<file path="config.mk">
export PLATFORM = sky130hd
export DESIGN_NAME = cnt_readback_path
export DESIGN_NICKNAME = d
export VERILOG_FILES = /design/src/rtl/cnt_rb_pkg.sv /design/src/rtl/cnt_rb_byte_seq.sv /design/src/rtl/cnt_rb_count_hold.sv /design/src/rtl/cnt_rb_status_hold.sv /design/src/rtl/cnt_readback_path.sv
export SDC_FILE = /design/constraint.sdc
export NUM_CORES = 1
export LEC_CHECK = 0
export BUFFER_PORTS_ARGS = -buffer_cell sky130_fd_sc_hd__buf_2
export CORE_ASPECT_RATIO = 1.1
export CORE_MARGIN = 4
export CORE_UTILIZATION = 40
export DETAILED_ROUTE_END_ITERATION = 8
export GPL_ROUTABILITY_DRIVEN = 0
export PLACE_DENSITY_LB_ADDON = 0.25
export SKIP_CTS_REPAIR_TIMING = 1
export SLEW_MARGIN = 10
export SYNTH_ARGS = -nofsm -noshare
export SYNTH_HDL_FRONTEND = slang
export SYNTH_SLANG_ARGS = --single-unit
</file>
<file path="constraint.sdc">
create_clock -name clk -period 1.65 [get_ports clk]
set_input_delay 0.2475 -clock clk [delete_from_list [all_inputs] [get_ports clk]]
set_output_delay 0.2475 -clock clk [all_outputs]
set_load 0.005 [all_outputs]
</file>
<file path="src/rtl/cnt_rb_pkg.sv">
// Shared widths and format codes for the channel readback path.
// Assumes a count of exactly two bytes.
package cnt_rb_pkg;
    localparam int BYTE_W = 8;
    localparam int CNT_W  = 2 * BYTE_W;
    localparam int CFG_W  = 6;
    localparam int STS_W  = CFG_W + 2;

    // Byte format field of the configuration bits
    typedef enum logic [1:0] {
        FMT_CMD  = 2'b00,
        FMT_LO   = 2'b01,
        FMT_HI   = 2'b10,
        FMT_WORD = 2'b11
    } rw_fmt_e;

    // True when the format reads two bytes (00 is never stored; treated as two-byte)
    function automatic logic fmt_is_word(input rw_fmt_e f);
        return (f == FMT_WORD) || (f == FMT_CMD);
    endfunction
endpackage

</file>
<file path="src/rtl/cnt_rb_byte_seq.sv">
// Byte pointer for count reads.
// Toggles on each count read in the two-byte format, is cleared by a program
// strobe, and tells the hold logic which read finishes a count.
// Assumes reads consumed by a held status are flagged by sts_busy_i.
module cnt_rb_byte_seq
    import cnt_rb_pkg::*;
(
    input  logic    clk,
    input  logic    rst_n,
    input  rw_fmt_e fmt_i,
    input  logic    rd_i,
    input  logic    prog_i,
    input  logic    sts_busy_i,
    output logic    hi_sel_o,
    output logic    last_o
);
    logic ptr_q;
    logic word;

    assign word = fmt_is_word(fmt_i);

    // Pointer: clear on program, step on each two-byte count read
    always_ff @(posedge clk) begin
        if (!rst_n)                            ptr_q <= 1'b0;
        else if (prog_i)                       ptr_q <= 1'b0;
        else if (rd_i && !sts_busy_i && word)  ptr_q <= ~ptr_q;
    end

    // Byte select and end-of-count decode
    always_comb begin
        hi_sel_o = word ? ptr_q : (fmt_i == FMT_HI);
        last_o   = word ? ptr_q : 1'b1;
    end


    ptr_step_chk: assert property (@(posedge clk) disable iff (!rst_n)
        (rd_i && !sts_busy_i && word && !prog_i) |=> (ptr_q != $past(ptr_q)));


    ptr_still_chk: assert property (@(posedge clk) disable iff (!rst_n)
        (!word && !prog_i) |=> $stable(ptr_q));
endmodule

</file>
<file path="src/rtl/cnt_rb_count_hold.sv">
// Count output latch: follows the live count, and freezes on the first latch
// request until released by the final read byte or by a program strobe.
// Later latch requests are ignored while a value is held.
module cnt_rb_count_hold #(
    parameter int W = 16
) (
    input  logic         clk,
    input  logic         rst_n,
    input  logic [W-1:0] live_i,
    input  logic         latch_i,
    input  logic         release_i,
    input  logic         prog_i,
    output logic [W-1:0] ol_o,
    output logic         held_o
);
    logic [W-1:0] hold_q;
    logic         held_q;

    // Snapshot control: program, then release, then first latch wins
    always_ff @(posedge clk) begin
        if (!rst_n) begin
            held_q <= 1'b0;
            hold_q <= '0;
        end else if (prog_i || release_i) begin
            held_q <= 1'b0;
        end else if (latch_i && !held_q) begin
            held_q <= 1'b1;
            hold_q <= live_i;
        end
    end

    // Output latch view: frozen value or the live count
    assign ol_o   = held_q ? hold_q : live_i;
    assign held_o = held_q;


    hold_keep_chk: assert property (@(posedge clk) disable iff (!rst_n)
        (held_q && !prog_i && !release_i) |=> (held_q && $stable(hold_q)));


    snap_take_chk: assert property (@(posedge clk) disable iff (!rst_n)
        (latch_i && !held_q && !prog_i && !release_i) |=> (held_q && hold_q == $past(live_i)));
endmodule

</file>
<file path="src/rtl/cnt_rb_status_hold.sv">
// Status latch: captures the status byte on the first request, is consumed by
// the next read of the channel, and ignores requests while full.
module cnt_rb_status_hold #(
    parameter int W = 8
) (
    input  logic         clk,
    input  logic         rst_n,
    input  logic [W-1:0] sts_i,
    input  logic         latch_i,
    input  logic         consume_i,
    output logic [W-1:0] sts_o,
    output logic         held_o
);
    logic [W-1:0] sts_q;
    logic         held_q;

    // Status snapshot: consume on read, capture only when empty
    always_ff @(posedge clk) begin
        if (!rst_n) begin
            held_q <= 1'b0;
            sts_q  <= '0;
        end else if (consume_i) begin
            held_q <= 1'b0;
        end else if (latch_i && !held_q) begin
            held_q <= 1'b1;
            sts_q  <= sts_i;
        end
    end

    assign sts_o  = sts_q;
    assign held_o = held_q;


    sts_keep_chk: assert property (@(posedge clk) disable iff (!rst_n)
        (held_q && !consume_i) |=> (held_q && $stable(sts_q)));
endmodule

</file>
<file path="src/rtl/cnt_readback_path.sv">
// Readback path of one timer channel: count snapshot, status snapshot and
// byte sequencing, producing the byte a read of the channel returns.
// Assumes strobes are single-cycle pulses in the clk domain; rd_data_o is
// valid combinationally in the cycle rd_i is asserted.
module cnt_readback_path
    import cnt_rb_pkg::*;
(
    input  logic             clk,
    input  logic             rst_n,
    input  logic [CNT_W-1:0] live_cnt_i,
    input  logic             out_lvl_i,
    input  logic             null_cnt_i,
    input  logic [CFG_W-1:0] cfg_i,
    input  logic             latch_cnt_i,
    input  logic             latch_sts_i,
    input  logic             rd_i,
    input  logic             prog_i,
    output logic [BYTE_W-1:0] rd_data_o
);
    rw_fmt_e          fmt;
    logic             sts_held;
    logic [STS_W-1:0] sts_q;
    logic             cnt_held;
    logic [CNT_W-1:0] ol;
    logic             hi_sel;
    logic             last;
    logic             cnt_release;
    logic             sts_consume;
    logic [STS_W-1:0] sts_now;

    assign fmt         = rw_fmt_e'(cfg_i[5:4]);
    assign sts_now     = {out_lvl_i, null_cnt_i, cfg_i};
    assign sts_consume = rd_i && sts_held;
    assign cnt_release = rd_i && !sts_held && last;

    cnt_rb_byte_seq u_seq (
        .clk        (clk),
        .rst_n      (rst_n),
        .fmt_i      (fmt),
        .rd_i       (rd_i),
        .prog_i     (prog_i),
        .sts_busy_i (sts_held),
        .hi_sel_o   (hi_sel),
        .last_o     (last)
    );

    cnt_rb_count_hold #(.W(CNT_W)) u_cnt (
        .clk       (clk),
        .rst_n     (rst_n),
        .live_i    (live_cnt_i),
        .latch_i   (latch_cnt_i),
        .release_i (cnt_release),
        .prog_i    (prog_i),
        .ol_o      (ol),
        .held_o    (cnt_held)
    );

    cnt_rb_status_hold #(.W(STS_W)) u_sts (
        .clk       (clk),
        .rst_n     (rst_n),
        .sts_i     (sts_now),
        .latch_i   (latch_sts_i),
        .consume_i (sts_consume),
        .sts_o     (sts_q),
        .held_o    (sts_held)
    );

    // Read mux: status first, then the selected count byte
    always_comb begin
        if (sts_held)    rd_data_o = sts_q;
        else if (hi_sel) rd_data_o = ol[CNT_W-1:BYTE_W];
        else             rd_data_o = ol[BYTE_W-1:0];
    end


    prog_release_chk: assert property (@(posedge clk) disable iff (!rst_n)
        prog_i |=> !cnt_held);


    sts_first_chk: assert property (@(posedge clk) disable iff (!rst_n)
        (sts_held && rd_i) |=> !sts_held);
endmodule

</file>
==> out/qor.yml, run 1 <==
clock_network:
  cts_buffers: 3
  clk_latency_ps: 340
  cts_tree: "built"
  path_clk_slew_ps: 160
  htree_levels: 1
  clockBufferDepth: 2
  clock-sinks: 27
  cts_root_buffer: "clkbuf_4"
grt:
  overflow: 0
  antenna_found_initial: 0
  grt_pass1_vias: 1164
  grt.total_usage_pct: 14.8
  grt_pass1_wl_mm: 5.32
  grt_max_degree: 27
sta:
  grt_setup_unrepaired: "yes"
  relSlewSlack_pct: 65.8
  period_needed_ps: 1890
  setup_viol: 8
  max_freq_ghz: 0.530
  tns_ps: -1330
  final_max_slew_viol_count: 0
  min_period_over_period_pct: 114
  finalClockSkew_ps: 6.43
  setup_slack_ps: -237
  tightest_slew_ps: 511
  hold_viol: 0
cells_and_area:
  utilization_pct: 53.4
  drive_above_1_share_pct: 34.0
  final_nets: 229
  syn_to_final_growth_pct: 26.1
  antenna_cells: 0
  n_fill_cell: 345
drt:
  drc_errors: 0
  dr.pass1.iters: 6
  vias: 1183
  drt-total-wl_mm: 3.44
  antenna_left: 0
  drt-vias-per-instance: 4.83
  drt_iter0_markers: 43
  wl_per_cell_um: 14.0
synth:
  synth_top_area_share_pct: 37.7
  synth-main-ff-cell: "dfxtp_1"
  synthesis.nets: 190
  synth.most_common_cell: "nand2_1"
  ys_top_cells_by_area: "dfxtp_1 (38%), mux2i_1 (17%), nand2_1 (8.6%), nor2b_1 (8.3%), mux2_1 (6.3%)"
  synth_top_area_cell: "dfxtp_1"
  synth.ff_latch_count: 27
  synth-edff-count: 0
  netlist_instances: 159
  async_reset_ff_share_pct: 0
  yosysUniqueCellTypes: 23
  ys_top_cells_by_count: "nand2_1 (33), dfxtp_1 (27), mux2i_1 (25)"
  synth_area_mm2: 0.00143
  ys_seq_area_share_pct: 37.7
  synth_area_per_cell_um2: 9.01
  ys.warnings.count: 0
job:
  cap_violations: 0
floorplanning:
  die_area_mm2: 0.00460
  die_x_um: 65.1
  rows: 22
  initial_utilization_pct: 42.3
  num_io_pins: 38
  fp.dieH_um: 70.8
  core_mm2: 0.00339
setup_path:
  crit_path_max_fanout: 8
  crit_arrival_ps: 1640
  worstSetupPathType: "reg2out"
  required_ps: 1400
  critPathLaunchType: "flip-flop"
  critPathCaptureType: "primary output"
min_path:
  hp-class: "in2reg"
placement:
  pre_cts_ws_ps: -90.7
  dpl.hpwl_mm: 2.49
  io_buffers: 37
run_status:
  violations: "negative setup slack"
  status: "complete, but fails checks"
pwr:
  cellLeakagePower_nw: 0.838
  ir_drop_mv: 0.335
  power.total_mw: 1.36
  powerDensity_mw_per_mm2: 754
==> final timing paths <==
check	startpoint	end	slack, ps	cells after the start
min	cfg_i[2]	u_sts.sts_o[2]	120	3
max	u_cnt.held_o	rd_data_o[5]	-240	5
max reg2reg	u_seq.ptr_q	u_cnt.hold_q[3]	370	5
min reg2reg	u_sts.sts_o[7]	u_sts.sts_o[7]	460	2
==> metrics by stage <==
step	hold WS (ps)	cell area [um2]	instances
finish	121	1810	245
global placement	442	1680	238
CTS	115	1710	242
detailed placement	449	1680	238
floorplan	382	1440	159
global route	104	1810	245
==> state kept, by name, indices dropped and copies added, names as in the netlist <==
signal / count
u_seq.ptr_q: 1
u_sts.sts_o: 8
u_cnt.held_o: 1
u_cnt.hold_q: 16
u_sts.held_o: 1
==> placed cells by master (no fill, tap or decap) <==
cell type and n:
mux2_4 6, buf_12 2, o21ai_1 9, clkbuf_16 1, inv_1 1, nor2b_1 19, mux2i_2 1, clkinvlp_4 1
dfxtp_1 26, mux2_1 1, nand2b_1 2, buf_6 2, clkbuf_4 3, a21boi_1 8, nor2_1 2, nand2_1 33
nor3_1 1, ha_1 1, nand3b_1 1, mux2i_1 24, o211ai_4 1, nand2b_4 1, xnor2_1 1, mux2_2 1
dfxtp_4 1, nor2_2 1, buf_2 37, o21ai_2 7, o211a_1 1, buf_4 2
==> layer usage <==
layer	track usage, %	up-vias	part of all wire, %
met5	0	-	0
met4	5.53	0	1.9
met3	2.54	6	5.1
met2	25.0	28	49
met1	18.8	540	44
li1	-	609	-
==> worst max-delay path, stage by stage, from the launching register on <==
cell and delay, ps:
dfxtp_4 420, buf_12 140, mux2_1 360, o21ai_2 160
o21ai_1 90, buf_2 140
==> kinds of logic after synthesis <==
family,count (synthesis),synth area share [%]
AO/OA/AOI/OAI,26,12.0
XOR/XNOR,1,0.611
multiplexers,33,23.8
AND/OR/NAND/NOR,60,20.6
buffers and inverters,11,4.45
flip-flops,27,37.7
adder cells (fa/ha/maj),1,0.873
==> final cells by class <==
class                           instances  area, um2  share of cell area (%)
Clock buffer                            3       22.5                    1.25
Inverter                                1       3.75                   0.208
Multi-Input combinational cell        121        881                    48.8
Sequential cell                        27        544                    30.1
Tap cell                               48       60.1                    3.32
Timing Repair Buffer                   44        288                    15.9
Clock inverter                          1       7.51                   0.416
==> where the power goes <==
part           total [mW]  leakage (nW)  internal [mW]  switching, mW
Combinational       0.350         0.602          0.179          0.171
Sequential          0.708         0.222          0.687         0.0206
Clock               0.304        0.0139         0.0930          0.211
Total                1.36         0.838          0.959          0.403
(Power assumes the default switching activity.)
==> run 2: changes to the inputs <==
Settings changed: CORE_MARGIN 4 to 8.
==> out/qor.yml, run 2 (same netlist as run 1, synthesis figures left out) <==
run_status:
  status: "complete, but fails checks"
  violations: "negative setup slack"
floorplanning:
  num_io_pins: 38
  core_mm2: 0.00354
  initial_utilization_pct: 40.5
  die_x_um: 73.1
  fp.dieH_um: 78.8
  die_area_mm2: 0.00575
  rows: 23
drt:
  drt-vias-per-instance: 4.75
  vias: 1211
  drt_iter0_markers: 51
  drc_errors: 0
  wl_per_cell_um: 13.9
  drt-total-wl_mm: 3.54
  dr.pass1.iters: 4
  antenna_left: 0
pwr:
  intPower_mw: 1.07
  ir_drop_mv: 0.332
  clockPowerShare_pct: 26.0
  pwr-share-comb_pct: 26.2
  p_sw_share_pct: 27.9
  cellLeakagePower_nw: 0.906
  power.switching_uw: 413
  powerDensity_mw_per_mm2: 757
  power.total_mw: 1.48
  seq_power_share_pct: 47.8
grt:
  grt_max_degree: 27
  grt.total_usage_pct: 11.9
  antenna_found_initial: 0
  overflow: 0
  grt_pass1_vias: 1257
  grt_pass1_wl_mm: 5.39
setup_path:
  critPathCaptureType: "primary output"
  worstSetupPathType: "reg2out"
  crit_arrival_ps: 1470
  crit_end: "rd_data_o[0]"
  startpoint: "u_cnt.held_o"
  required_ps: 1400
  crit_path_max_fanout: 7
  worstReg2RegEnd: "u_cnt.hold_q[8]"
  critPathLaunchType: "flip-flop"
  reg2reg_from: "u_cnt.held_o"
  r2r_slack_ps: 260
  ff2ff_path_depth: 7
placement:
  io_buffers: 37
  placed_area_mm2: 0.00171
  dpl.hpwl_mm: 2.49
clock_network:
  path_clk_slew_ps: 90
  htree_levels: 1
  cts_tree: "built"
  clock-sinks: 27
  clockBufferDepth: 2
  cts_root_buffer: "clkbuf_8"
  cts_buffers: 3
  clk_latency_ps: 280
cells_and_area:
  antenna_cells: 0
  syn_to_final_growth_pct: 36.4
  layout_common_cells: "buf_2 (35), nand2_1 (31), dfxtp_1 (26), mux2i_1 (24), nor2b_1 (19)"
  drive_above_1_share_pct: 39.0
  n_fill_cell: 328
  largest-register: "u_cnt.hold_q"
  layout_commonest_cell: "buf_2"
  largest_register_ffs: 16
  utilization_pct: 55.2
  final_area_mm2: 0.00195
  final_nets: 237
sta:
  max_freq_ghz: 0.582
  final_max_slew_viol_count: 0
  grt_setup_unrepaired: "yes"
  min_period_over_period_pct: 104
  tns_ps: -437
  tightest_slew_ps: 525
  setup_slack_ps: -67.9
  setup_viol: 8
  relSlewSlack_pct: 65.0
  hold_slack_ps: 196
  finalClockSkew_ps: 4.42
  period_needed_ps: 1720
  hold_viol: 0
job:
  cap_violations: 0
min_path:
  hp-class: "in2reg"
run 2: cell count changes in the layout (fill, tap and decap cells not counted), sizes merged:
cell      change
buf           +7
clkbuf        +1
clkinv        +1
clkinvlp      -1
run 2: critical path: stages, from the launching register on:
cell	delay [ps]
dfxtp_4	390
buf_12	130
mux2_4	300
o21ai_2	160
o21ai_1	80
buf_2	130
run 2: power by group through the flow:
stage          Combinational, mW  Clock [mW]  Sequential (mW)
2_1_floorplan              0.201           0            0.715
5_1_grt                    0.429       0.414            0.711
3_3_place_gp               0.313           0            0.719
4_1_cts                    0.321       0.400            0.706
3_5_place_dp               0.321           0            0.721
6_report                   0.387       0.385            0.707
run 2: final cells by class:
class | count | area (um2) | area share [%]
Tap cell | 50 | 62.6 | 3.20
Multi-Input combinational cell | 121 | 907 | 46.4
Inverter | 1 | 3.75 | 0.192
Clock buffer | 3 | 41.3 | 2.11
Clock inverter | 1 | 5.00 | 0.256
Sequential cell | 27 | 544 | 27.8
Timing Repair Buffer | 52 | 390 | 20.0
run 2: worst min path at each step:
stage,start,endpoint,cells past startpoint
finish,cfg_i[1],u_sts.sts_o[1],3
global route,cfg_i[4],u_sts.sts_o[4],3
detailed placement,u_sts.sts_o[7],u_sts.sts_o[7],2
global placement,u_sts.sts_o[0],u_sts.sts_o[0],2
CTS,out_lvl_i,u_sts.sts_o[7],3
floorplan,cfg_i[0],u_sts.sts_o[0],2
run 2: metrics by stage:
step | worst slack (ps) | cells
floorplan | 42.1 | 159
global placement | -100 | 242
detailed placement | -141 | 242
CTS | -179 | 246
global route | -132 | 255
finish | -67.9 | 255
run 2: metal layers:
| layer | routed length (um) | GRT usage [%] |
|---|---|---|
| met3 | 207 | 3.65 |
| met4 | 58 | 6.01 |
| met1 | 1540 | 13.3 |
| met5 | 0 | 0 |
| met2 | 1730 | 20.0 |
==> run 3: changes to the inputs <==
Clock period 1.65 ns to 1.58 ns, I/O delays scaled along.
==> out/qor.yml, run 3 (same netlist as run 1, synthesis figures left out) <==
job:
  cap_violations: 0
drt:
  drt-total-wl_mm: 3.44
  route.met2.wl_mm: 1.63
  dr.max_layer_used: "met4"
  route.met3.wl_um: 218
  wl_per_cell_um: 13.6
  wl_met1_mm: 1.57
  drc_errors: 0
  dr.pass1.iters: 4
  drt_iter0_markers: 23
  antenna_left: 0
  drt-vias-per-instance: 4.75
  vias: 1202
floorplanning:
  die_area_mm2: 0.00575
  core_mm2: 0.00354
  num_io_pins: 38
  initial_utilization_pct: 40.5
  die_x_um: 73.1
  fp.dieH_um: 78.8
  rows: 23
grt:
  grt_pass1_wl_mm: 5.30
  grt_max_degree: 27
  grt.total_usage_pct: 11.3
  overflow: 0
  grt_pass1_vias: 1239
  antenna_found_initial: 0
sta:
  setup_viol: 8
  tightest_slew_ps: 370
  relSlewSlack_pct: 75.3
  hold_viol: 0
  grt_setup_unrepaired: "yes"
  finalClockSkew_ps: 1.95
  period_needed_ps: 1760
  final_max_slew_viol_count: 0
  setup_slack_ps: -183
  min_period_over_period_pct: 112
  tns_ps: -978
  max_freq_ghz: 0.567
pwr:
  powerDensity_mw_per_mm2: 791
  power.total_mw: 1.51
  intPower_mw: 1.11
  ir_drop_mv: 0.440
  cellLeakagePower_nw: 0.881
  clockPowerShare_pct: 25.4
  p_sw_share_pct: 26.7
  power.switching_uw: 404
  seq_power_share_pct: 48.8
  pwr-share-comb_pct: 25.8
setup_path:
  critPathCaptureType: "primary output"
  worstReg2RegEnd: "u_cnt.hold_q[12]"
  crit_path_max_fanout: 8
  slowest_stage: "dfxtp_4"
  crit_chain: "clkbuf_16 -> buf_4 -> mux2i_1 -> nand2_1 -> o21ai_1 -> o21ai_1 -> buf_2"
  cp_common_cell: "o21ai_1"
  ff2ff_path_depth: 5
  r2r_slack_ps: 270
  critPathLaunchType: "flip-flop"
  crit_path_max_incr_delay_ps: 390
  required_ps: 1340
  reg2reg_from: "u_seq.ptr_q"
  crit_arrival_ps: 1530
  worstSetupPathType: "reg2out"
cells_and_area:
  layout_common_cells: "buf_2 (35), nand2_1 (33), dfxtp_1 (26), mux2i_1 (24), nor2b_1 (19)"
  drive_above_1_share_pct: 36.5
  antenna_cells: 0
  final_nets: 235
  instances_no_fill: 253
  utilization_pct: 54.0
  largest-register: "u_cnt.hold_q"
  layout_commonest_cell: "buf_2"
  largest_register_ffs: 16
  syn_to_final_growth_pct: 33.4
clock_network:
  cts_buffers: 3
  clk_latency_ps: 260
  cts_root_buffer: "clkbuf_8"
  path_clk_slew_ps: 90
  clock-sinks: 27
  htree_levels: 1
  clockBufferDepth: 2
  cts_tree: "built"
min_path:
  min_path_cells: 3
  whs_endpoint: "u_sts.sts_o[0]"
  hp-class: "in2reg"
  worstHoldStart: "cfg_i[0]"
run_status:
  status: "complete, but fails checks"
  violations: "negative setup slack"
placement:
  placed_cells: 242
  dpl.hpwl_mm: 2.51
  pre_cts_ws_ps: -137
  io_buffers: 37
## run 3: cell count changes in the layout (fill, tap and decap cells not counted)
| cell | before | now |
|---|---|---|
| buf_6 | 4 | 2 |
| clkbuf_1 | 0 | 1 |
| clkinv_2 | 1 | 0 |
| mux2_1 | 1 | 0 |
| mux2_2 | 2 | 5 |
| mux2_4 | 5 | 3 |
| nand2_1 | 31 | 33 |
| nand2_2 | 2 | 0 |
| o21ai_1 | 8 | 10 |
| o21ai_2 | 8 | 6 |
## run 3: worst max path at each step
stage,end,startpoint,cells after the start
after floorplan,u_cnt.hold_q[6],cfg_i[4],7
after global placement,rd_data_o[5],cfg_i[4],8
after detailed placement,rd_data_o[0],cfg_i[4],9
after CTS,rd_data_o[0],u_cnt.held_o,5
after global routing,rd_data_o[5],u_cnt.held_o,7
final,rd_data_o[5],u_cnt.held_o,7
## run 3: area by class of cell
class | count | area, um2
flip-flops and latches | 27 | 544
repair buffers | 50 | 368
well taps | 50 | 62.6
multi-input cells | 121 | 887
inverters | 1 | 3.75
clock buffers | 4 | 45.0
fillers | 335 | 1630
## run 3: critical path: cells and delay by family, from the launching register on
family	cells	cell delay [ps]
AOI/OAI and AO/OA	2	160
buffers and inverters	3	400
DFF	1	390
muxes	1	220
and+or+nand+nor	1	90
## run 3: through the flow
| step | hold slack [ps] | instance area (um2) |
|---|---|---|
| final | 199 | 1910 |
| after CTS | 198 | 1750 |
| after detailed placement | 448 | 1710 |
| after floorplan | 372 | 1440 |
| after global routing | 200 | 1910 |
| after global placement | 443 | 1710 |
## run 3: power groups by stage
| stage | Clock [mW] | Combinational (mW) | Sequential, mW |
|---|---|---|---|
| 6_report | 0.384 | 0.390 | 0.737 |
| 5_1_grt | 0.424 | 0.431 | 0.742 |
| 4_1_cts | 0.390 | 0.335 | 0.737 |
| 3_5_place_dp | 0 | 0.333 | 0.752 |
| 3_3_place_gp | 0 | 0.328 | 0.750 |
| 2_1_floorplan | 0 | 0.211 | 0.747 |
## run 3: layer usage
layer  up-vias  global-route usage (%)
met2        27                    17.7
met4         0                    3.01
met5         -                       0
met1       550                    14.4
met3         2                    3.90
li1        623                       -
